--- src/rtl/tbag_pkg.sv ---
package tbag_pkg;

    localparam int NUM_LOOPS = 6;

    typedef enum logic [1:0] {
        SEQ_IDLE = 2'd0,
        SEQ_RUN  = 2'd1,
        SEQ_DONE = 2'd2
    } seq_state_e;

    // Counter width that holds the largest loop bound minus one.
    function automatic int dig_width(input int a, input int b, input int c, input int d);
        int m;
        m = a;
        if (b > m) m = b;
        if (c > m) m = c;
        if (d > m) m = d;
        return (m <= 2) ? 1 : $clog2(m);
    endfunction

    // Loop bound of nest level i (0 = outermost).
    function automatic int level_bound(input int i, input int outer_n, input int chain_n,
                                       input int row_n, input int col_n);
        if (i < 3)  return outer_n;
        if (i == 3) return chain_n;
        if (i == 4) return row_n;
        return col_n;
    endfunction

endpackage

--- src/rtl/tbag_digit.sv ---
module tbag_digit #(
    parameter int LIMIT = 4,
    parameter int W     = 3
) (
    input  logic         clk,
    input  logic         rst,
    input  logic         clear,
    input  logic         step,
    output logic [W-1:0] val,
    output logic         at_max
);
    assign at_max = (val == W'(LIMIT - 1));

    always_ff @(posedge clk) begin
        if (rst || clear) begin
            val <= '0;
        end else if (step) begin
            val <= at_max ? '0 : val + 1'b1;
        end
    end
endmodule

--- src/rtl/tbag_loop_nest.sv ---
module tbag_loop_nest
    import tbag_pkg::*;
#(
    parameter int OUTER_N = 4,
    parameter int CHAIN_N = 2,
    parameter int ROW_N   = 8,
    parameter int COL_N   = 2,
    parameter int DIG_W   = 3
) (
    input  logic                            clk,
    input  logic                            rst,
    input  logic                            clear,
    input  logic                            step,
    output logic [NUM_LOOPS-1:0][DIG_W-1:0] digits,
    output logic                            last
);
    logic [NUM_LOOPS-1:0] at_max;
    logic [NUM_LOOPS-1:0] carry;

    for (genvar i = 0; i < NUM_LOOPS; i++) begin : g_lvl
        localparam int LIM = level_bound(i, OUTER_N, CHAIN_N, ROW_N, COL_N);
        if (i == NUM_LOOPS - 1) begin : g_inner
            assign carry[i] = step;
        end else begin : g_outer
            // A level advances when every inner level wraps together.
            assign carry[i] = step & (&at_max[NUM_LOOPS-1:i+1]);
        end
        tbag_digit #(.LIMIT(LIM), .W(DIG_W)) u_dig (
            .clk   (clk),
            .rst   (rst),
            .clear (clear),
            .step  (carry[i]),
            .val   (digits[i]),
            .at_max(at_max[i])
        );
    end

    assign last = &at_max;
endmodule

--- src/rtl/tbag_addr_calc.sv ---
module tbag_addr_calc
    import tbag_pkg::*;
#(
    parameter int DIG_W  = 3,
    parameter int ADDR_W = 10,
    parameter int W_T0   = 128,
    parameter int W_T1   = 0,
    parameter int W_T2   = 2,
    parameter int W_S    = 64,
    parameter int W_R    = 8,
    parameter int W_C    = 1
) (
    input  logic [NUM_LOOPS-1:0][DIG_W-1:0] digits,
    output logic [ADDR_W-1:0]               addr
);
    localparam int WT [NUM_LOOPS] = '{W_T0, W_T1, W_T2, W_S, W_R, W_C};

    always_comb begin
        addr = '0;
        for (int i = 0; i < NUM_LOOPS; i++) begin
            addr = addr + ADDR_W'(digits[i]) * ADDR_W'(WT[i]);
        end
    end
endmodule

--- src/rtl/tbag_seq_ctrl.sv ---
module tbag_seq_ctrl
    import tbag_pkg::*;
(
    input  logic clk,
    input  logic rst,
    input  logic start,
    input  logic accept,
    input  logic last,
    output logic issue,
    output logic done,
    output logic clear
);
    seq_state_e state, state_nx;

    always_comb begin
        state_nx = state;
        clear    = 1'b0;
        unique case (state)
            SEQ_IDLE: if (start) begin
                state_nx = SEQ_RUN;
                clear    = 1'b1;
            end
            SEQ_RUN:  if (accept && last) state_nx = SEQ_DONE;
            SEQ_DONE: state_nx = SEQ_IDLE;
            default:  state_nx = SEQ_IDLE;
        endcase
    end

    always_ff @(posedge clk) begin
        if (rst) state <= SEQ_IDLE;
        else     state <= state_nx;
    end

    assign issue = (state == SEQ_RUN);
    assign done  = (state == SEQ_DONE);
endmodule

--- src/rtl/tbag_top.sv ---
module tbag_top
    import tbag_pkg::*;
#(
    parameter int ELEM_W  = 32,
    parameter int PACK    = 8,
    parameter int OUTER_N = 4,
    parameter int CHAIN_N = 2,
    parameter int ROW_N   = 8,
    parameter int COL_N   = 2,
    parameter int W_T0    = 128,
    parameter int W_T1    = 0,
    parameter int W_T2    = 2,
    parameter int W_S     = 64,
    parameter int W_R     = 8,
    parameter int W_C     = 1,
    parameter int ADDR_W  = 10
) (
    input  logic                     clk,
    input  logic                     rst,
    input  logic                     start_i,
    output logic                     done_o,
    output logic [ADDR_W-1:0]        req_addr_o,
    output logic                     req_valid_o,
    input  logic                     req_ready_i,
    input  logic [ELEM_W*PACK-1:0]   rd_data_i,
    input  logic                     rd_valid_i,
    output logic                     rd_ready_o,
    output logic [ELEM_W*PACK-1:0]   dist_data_o,
    output logic                     dist_valid_o,
    input  logic                     dist_ready_i
);
    localparam int DIG_W       = dig_width(OUTER_N, CHAIN_N, ROW_N, COL_N);
    localparam int TOTAL_WORDS = OUTER_N * OUTER_N * OUTER_N * CHAIN_N * ROW_N * COL_N;
    localparam int MAX_ADDR    = W_T0 * (OUTER_N - 1) + W_T1 * (OUTER_N - 1)
                               + W_T2 * (OUTER_N - 1) + W_S * (CHAIN_N - 1)
                               + W_R * (ROW_N - 1) + W_C * (COL_N - 1);

    logic                            accept;
    logic                            last;
    logic                            clear;
    logic [NUM_LOOPS-1:0][DIG_W-1:0] digits;

    assign accept = req_valid_o & req_ready_i;

    tbag_seq_ctrl u_ctrl (
        .clk   (clk),
        .rst   (rst),
        .start (start_i),
        .accept(accept),
        .last  (last),
        .issue (req_valid_o),
        .done  (done_o),
        .clear (clear)
    );

    tbag_loop_nest #(
        .OUTER_N(OUTER_N), .CHAIN_N(CHAIN_N), .ROW_N(ROW_N),
        .COL_N(COL_N), .DIG_W(DIG_W)
    ) u_nest (
        .clk   (clk),
        .rst   (rst),
        .clear (clear),
        .step  (accept),
        .digits(digits),
        .last  (last)
    );

    tbag_addr_calc #(
        .DIG_W(DIG_W), .ADDR_W(ADDR_W),
        .W_T0(W_T0), .W_T1(W_T1), .W_T2(W_T2),
        .W_S(W_S), .W_R(W_R), .W_C(W_C)
    ) u_addr (
        .digits(digits),
        .addr  (req_addr_o)
    );

    // Returned words go straight on to the distributor chain.
    assign dist_data_o  = rd_data_i;
    assign dist_valid_o = rd_valid_i;
    assign rd_ready_o   = dist_ready_i;
endmodule

--- config.mk ---
export PLATFORM = sky130hd
export DESIGN_NAME = tbag_top
export DESIGN_NICKNAME = d
export VERILOG_FILES = /design/src/rtl/tbag_pkg.sv /design/src/rtl/tbag_digit.sv /design/src/rtl/tbag_loop_nest.sv /design/src/rtl/tbag_addr_calc.sv /design/src/rtl/tbag_seq_ctrl.sv /design/src/rtl/tbag_top.sv
export SDC_FILE = /design/constraint.sdc
export NUM_CORES = 1
export LEC_CHECK = 0
export BUFFER_PORTS_ARGS = -buffer_cell sky130_fd_sc_hd__buf_2
export CAP_MARGIN = 10
export CORE_AREA = 3 3 205 207
export CTS_BUF_LIST = sky130_fd_sc_hd__clkbuf_4 sky130_fd_sc_hd__clkbuf_8
export CTS_CLUSTER_SIZE = 24
export DETAILED_ROUTE_END_ITERATION = 8
export DIE_AREA = 0 0 208 210
export HOLD_SLACK_MARGIN = 0.12
export PLACE_DENSITY = 0.44
export SLEW_MARGIN = 30
export SYNTH_ARGS = -nofsm -noshare
export SYNTH_HDL_FRONTEND = slang
export SYNTH_SLANG_ARGS = --single-unit
export TNS_END_PERCENT = 100
--- constraint.sdc ---
create_clock -name clk -period 1.9 [get_ports clk]
set_input_delay 0.285 -clock clk [delete_from_list [all_inputs] [get_ports clk]]
set_output_delay 0.285 -clock clk [all_outputs]
set_load 0.01 [all_outputs]
---- After elaboration in Yosys (flattened, before gate mapping) ----
Index checks and enable logic that the tools add are counted.
storage, ports and cells
  register bits ........................... 20
  logic and storage cells ................. 53
  output and inout bits ................... 270
  input bits .............................. 262
cells by class
  equality and inequality tests ........... 10
  $add $sub $neg .......................... 10
  reduce and logical (&&, ||, !) cells .... 9
  bitwise operators ....................... 6
  mux-type cells .......................... 11
operator list
  operator               count
  $add A3 B1 Y3 const B  6
  $mux W3                6
  $add A10 B3 Y10        1
  $add A10 B4 Y10        1
  $add A10 B6 Y10        1
  $add A10 B9 Y10        1
  $eq A3 B2 Y1 const B   3
  $and A1 B1 Y1          6
  $eq A3 B1 Y1 const B   2
  $reduce_and A6 Y1      1
  $reduce_and A5 Y1      1
  $mux W2                2
  $pmux W2 S2            1
  $reduce_and A2 Y1      2
  $reduce_and A4 Y1      1
  $eq A3 B3 Y1 const B   1
  $reduce_and A3 Y1      1
  $eq A2 B1 Y1 const B   1
  $eq A2 B2 Y1 const B   1
  $logic_not A2 Y1       1
  $mux W1                2
  $ne A2 B1 Y1 const B   1
  $ne A2 B2 Y1 const B   1
  $logic_and A1 B1 Y1    1
  $logic_or A1 B1 Y1     1

---- Depth between registers and ports, before layout ----
  word-level depth ........................ 5
  mapped depth ............................ 5

---- Hierarchy ----
From an unflattened synthesis, not the netlist that was laid out.
unflattened totals
  cell total of the unflattened synthesis .. 391
  area, all modules ....................... 3211.8 um^2
modules (own cells, without submodules)
  module                                  sequential area each (um^2)  times used  cells an instance  area each (um^2)
  tbag_top                                0.0                          1           259                1943.1
  tbag_digit (u_nest.g_lvl[0].u_dig ...)  60.1                         3           13                 140.1
  tbag_digit (u_nest.g_lvl[3].u_dig ...)  60.1                         2           13                 141.4
  tbag_addr_calc                          0.0                          1           35                 277.8
  tbag_digit (u_nest.g_lvl[4].u_dig)      60.1                         1           12                 142.6
  tbag_seq_ctrl                           40.0                         1           9                  92.6
  tbag_loop_nest                          0.0                          1           11                 52.6

---- Least setup slack after synthesis ----
OpenSTA, ideal clock, no wires.
  path type ............................... reg2out
  from .................................... reg u_nest.g_lvl[5].u_dig.val[1]
  to ...................................... out req_addr_o[9]
  arrival time ............................ 1621 ps
  slack ................................... -6 ps
  cell stages (with the launch flop) ...... 6
  cell sequence ........................... dfxtp_1 > ha_1 > fa_1 > a21oi_1 > or4b_2 > o2111ai_1
between the ends
  longest elaborated chain between the ends .. 1
RTL lines
  item                    RTL line              RTL
  from (decl)             tbag_digit.sv:9       output logic [W-1:0] val,
  from (signal assigned)  tbag_digit.sv:18      val <= at_max ? '0 : val + 1'b1;
  $add A10 B3 Y10         tbag_addr_calc.sv:21  addr = addr + ADDR_W'(digits[i]) * ADDR_W'(WT[i]);
  to (decl)               tbag_top.sv:22        output logic [ADDR_W-1:0] req_addr_o,
Every way passes these cells.

---- Worst setup path after layout ----
  from .................................... reg u_nest.g_lvl[2].u_dig.val[0]
  to ...................................... out req_addr_o[5]
between the ends
  longest elaborated chain between the ends .. 4
RTL lines
  item                    RTL line
  from (decl)             tbag_digit.sv:9
  from (signal assigned)  tbag_digit.sv:18
  $add A10 B4 Y10         tbag_addr_calc.sv:21
  $add A10 B9 Y10         tbag_addr_calc.sv:21
  $add A10 B6 Y10         tbag_addr_calc.sv:21
  $add A10 B3 Y10         tbag_addr_calc.sv:21
Every way passes these cells.

==> flow_metrics.py <==
metrics = {
    "status": {
        "status": "complete, but fails checks",
        "violations": "setup timing",
    },
    "sta": {
        "worstMarginPinSlew_ns": 0.3632,
        "fin_crit_sh": 1.093,
        "max_freq_mhz": 481.4,
        "setup_viol_count_final": 4,
        "slew_headroom": 0.7579,
        "finalClockSkew_ns": 0.01482,
        "min_period_ns": 2.077,
        "final.setup.tns_ns": -0.5449,
        "final.setup.worst_slack_ns": -0.1774,
        "maxSlewViolCount": 0,
        "rsz0062_at_grt": "true",
        "hold_viol_final": 0,
    },
    "route": {
        "viasPerCell": 2.313,
        "drt_first_pass_iters": 4,
        "routed-via-count": 1668,
        "first_iter_violations": 84,
        "ant_nets": 0,
        "drc": 0,
        "drt-total-wl_mm": 9.969,
        "routedWlPerCell_um": 13.83,
    },
    "global_route": {
        "grt_max_degree": 18,
        "grt_pass1_vias": 1798,
        "grt_use_total": 0.04348,
        "grt_pass1_wl_mm": 13.18,
        "overflow": 0,
        "antenna_found_initial": 2,
    },
    "placement": {
        "placed_area_sq_um": 2251,
        "gp_congestion": 0.6544,
        "dp_hpwl_mm": 8.236,
        "port-buffer-count": 15,
        "placed_cells": 710,
    },
    "layout": {
        "layout-drive-gt1-share": 0.4599,
        "mostFrequentLayoutCell": "buf_4",
        "stdcell_area_sq_um": 2595,
        "synthToLayoutAreaGrowth_pct": -21.68,
        "instances_no_fill": 721,
        "nets": 461,
        "nFillCells": 4776,
        "final_cell_mix": "buf_4, buf_2, dfxtp_1, dfxtp_2",
        "fin_util": 0.06399,
    },
    "setup_path": {
        "end_kind": "output port",
        "cp.required_ns": 1.62,
        "cp-start-kind": "flop",
        "slowest_delay_ns": 0.35,
        "cp_slowest_cell": "fa_2",
        "crit_buf_inv": 2,
        "startpoint": "u_nest.g_lvl[2].u_dig.val[0]",
        "rr_startpoint": "u_nest.g_lvl[4].u_dig.val[0]",
        "worst_ep_arrival_time_ns": 1.79,
        "worstSetupPathType": "flop to output port",
        "crit_family": "adder cells",
        "crit_chain": "ha_4 -> fa_2 -> a21oi_2 -> buf_4 -> nand2b_4 -> xnor2_2 -> buf_2",
        "critPathMaxFanout": 3,
    },
    "clocking": {
        "htree_levels": 1,
        "cts_made_buffers": 3,
        "cts.sinks": 20,
        "clk_latency_ns": 0.27,
        "cts_tree": "done",
        "cts_hold_buf": 0,
        "root_buffer": "clkbuf_8",
        "clk_pin_slew_ns": 0.09,
        "clk_path_buf_depth": 2,
    },
    "hold_path": {
        "holdCritStartpoint": "start_i",
        "hold_path_class": "input pin to flop",
    },
    "synthesis": {
        "ys_seq_area_frac": 0.1208,
        "synth_edf_count": 0,
        "synth_cell_type_count": 43,
        "ys.warnings.count": 0,
        "netlist_instances": 405,
        "async_reset_ff_frac": 0,
        "avgSynthCellArea_sq_um": 8.181,
        "syn-num-nets": 678,
        "synth.ff_latch_count": 20,
        "synth-main-ff-cell": "dfxtp_1",
        "syn_area_sq_um": 3313,
    },
    "power_and_ir_drop": {
        "power.density_nw_per_um2": 350.1,
        "leakage_uw": 0.0008212,
        "peakVddDrop_v": 0.0002519,
    },
    "die": {
        "rows": 74,
        "io_pins": 532,
        "die_w_um": 208,
        "chipHeight_um": 210,
        "core_area_sq_um": 40550,
        "start_util": 0.08170,
        "die-area_sq_um": 43680,
    },
    "run": {
        "maxCapViolations": 0,
    },
}
[report_power, final]
part / internal, uW / switching, uW / leakage, uW
sequential: 421 / 5.79 / 0.000167
combinational: 21.1 / 31.0 / 0.000619
clock: 281 / 148 / 0.0000357
total: 724 / 185 / 0.000821
[cell type report]
| cell class | count | area [sq um] | share of cell area |
|---|---|---|---|
| Multi-Input combinational cell | 112 | 1087 | 0.4190 |
| Tap cell | 532 | 665.6 | 0.2565 |
| Sequential cell | 20 | 412.9 | 0.1591 |
| Timing Repair Buffer | 43 | 322.8 | 0.1244 |
| Clock buffer | 3 | 41.29 | 0.01591 |
| Clock inverter | 1 | 30.03 | 0.01157 |
| Inverter | 8 | 30.03 | 0.01157 |
| Antenna cell | 2 | 5.005 | 0.001929 |
[final timing paths]
check | end | cells past startpoint | slack (ns)
worst min register to register | u_nest.g_lvl[1].u_dig.val[2] | 2 | 0.45
worst max register to register | u_nest.g_lvl[4].u_dig.val[0] | 6 | 0.18
worst max-delay path | req_addr_o[5] | 7 | -0.18
worst min-delay path | u_ctrl.state[0] | 3 | 0.41
[sequential cells by signal, indices dropped and copies added, names as in the netlist]
name and count:
u_ctrl.state 2, u_nest.g_lvl.u_dig.val 18
[per-stage QoR]
step	hold WS [ns]	setup WS, ns	power, uW
6_report	0.4074	-0.1774	908.4
5_1_grt	0.4402	-0.2793	948.0
4_1_cts	0.3962	-0.2536	924.1
3_5_place_dp	0.4353	-0.1289	488.2
3_3_place_gp	0.4340	-0.1118	486.5
2_1_floorplan	0.4178	0.01300	1029
[cells by family (layout without fill, tap and decap cells)]
| group | Yosys count | count (layout) | share of synthesized area |
|---|---|---|---|
| other | 0 | 2 | 0 |
| flip-flops | 20 | 20 | 0.1208 |
| AO/OA/AOI/OAI | 26 | 26 | 0.04721 |
| AND/OR/NAND/NOR | 62 | 62 | 0.1439 |
| adder cells (fa/ha/maj) | 11 | 11 | 0.04381 |
| buffers and inverters | 273 | 55 | 0.6073 |
| multiplexers | 7 | 7 | 0.02115 |
| XOR/XNOR | 6 | 6 | 0.01586 |
[worst min-delay path, cell delays in order]
cell	delay [ns]
buf_2	0.09
o21ai_0	0.10
a31oi_1	0.16
[repair_timing]
action | 4_1_cts | 5_1_grt
cloned | 0 | 0
pin swaps | 15 | 14
endpoints found under the hold margin | 0 | 0
resized for setup | 34 | 9
setup endpoints to repair | 7 | 15
buffers inserted | 5 | 1
[cells in the mapped netlist (4+ instances only)]
master / n / share of area
nand4bb_1: 5 / 0.017
nand2b_1: 5 / 0.0094
mux2i_1: 7 / 0.021
nand2_1: 4 / 0.0045
o21ai_0: 6 / 0.0091
dfxtp_1: 20 / 0.12
a21oi_1: 10 / 0.015
buf_4: 261 / 0.59
nand3b_1: 8 / 0.018
ha_1: 10 / 0.038
xor2_1: 5 / 0.013
nand3_1: 7 / 0.011
inv_1: 8 / 0.0091
[routing by layer]
| layer | wire length, um | GRT usage | share of wire | vias to the layer above |
|---|---|---|---|---|
| met2 | 4516 | 0.06659 | 0.45 | 229 |
| met5 | 0 | 0 | 0 | - |
| met4 | 1200 | 0.05417 | 0.12 | 0 |
| met3 | 1919 | 0.03661 | 0.19 | 130 |
| met1 | 2333 | 0.02867 | 0.23 | 680 |
| li1 | - | - | - | 629 |
No activity file was read; power rests on OpenSTA's default activity.
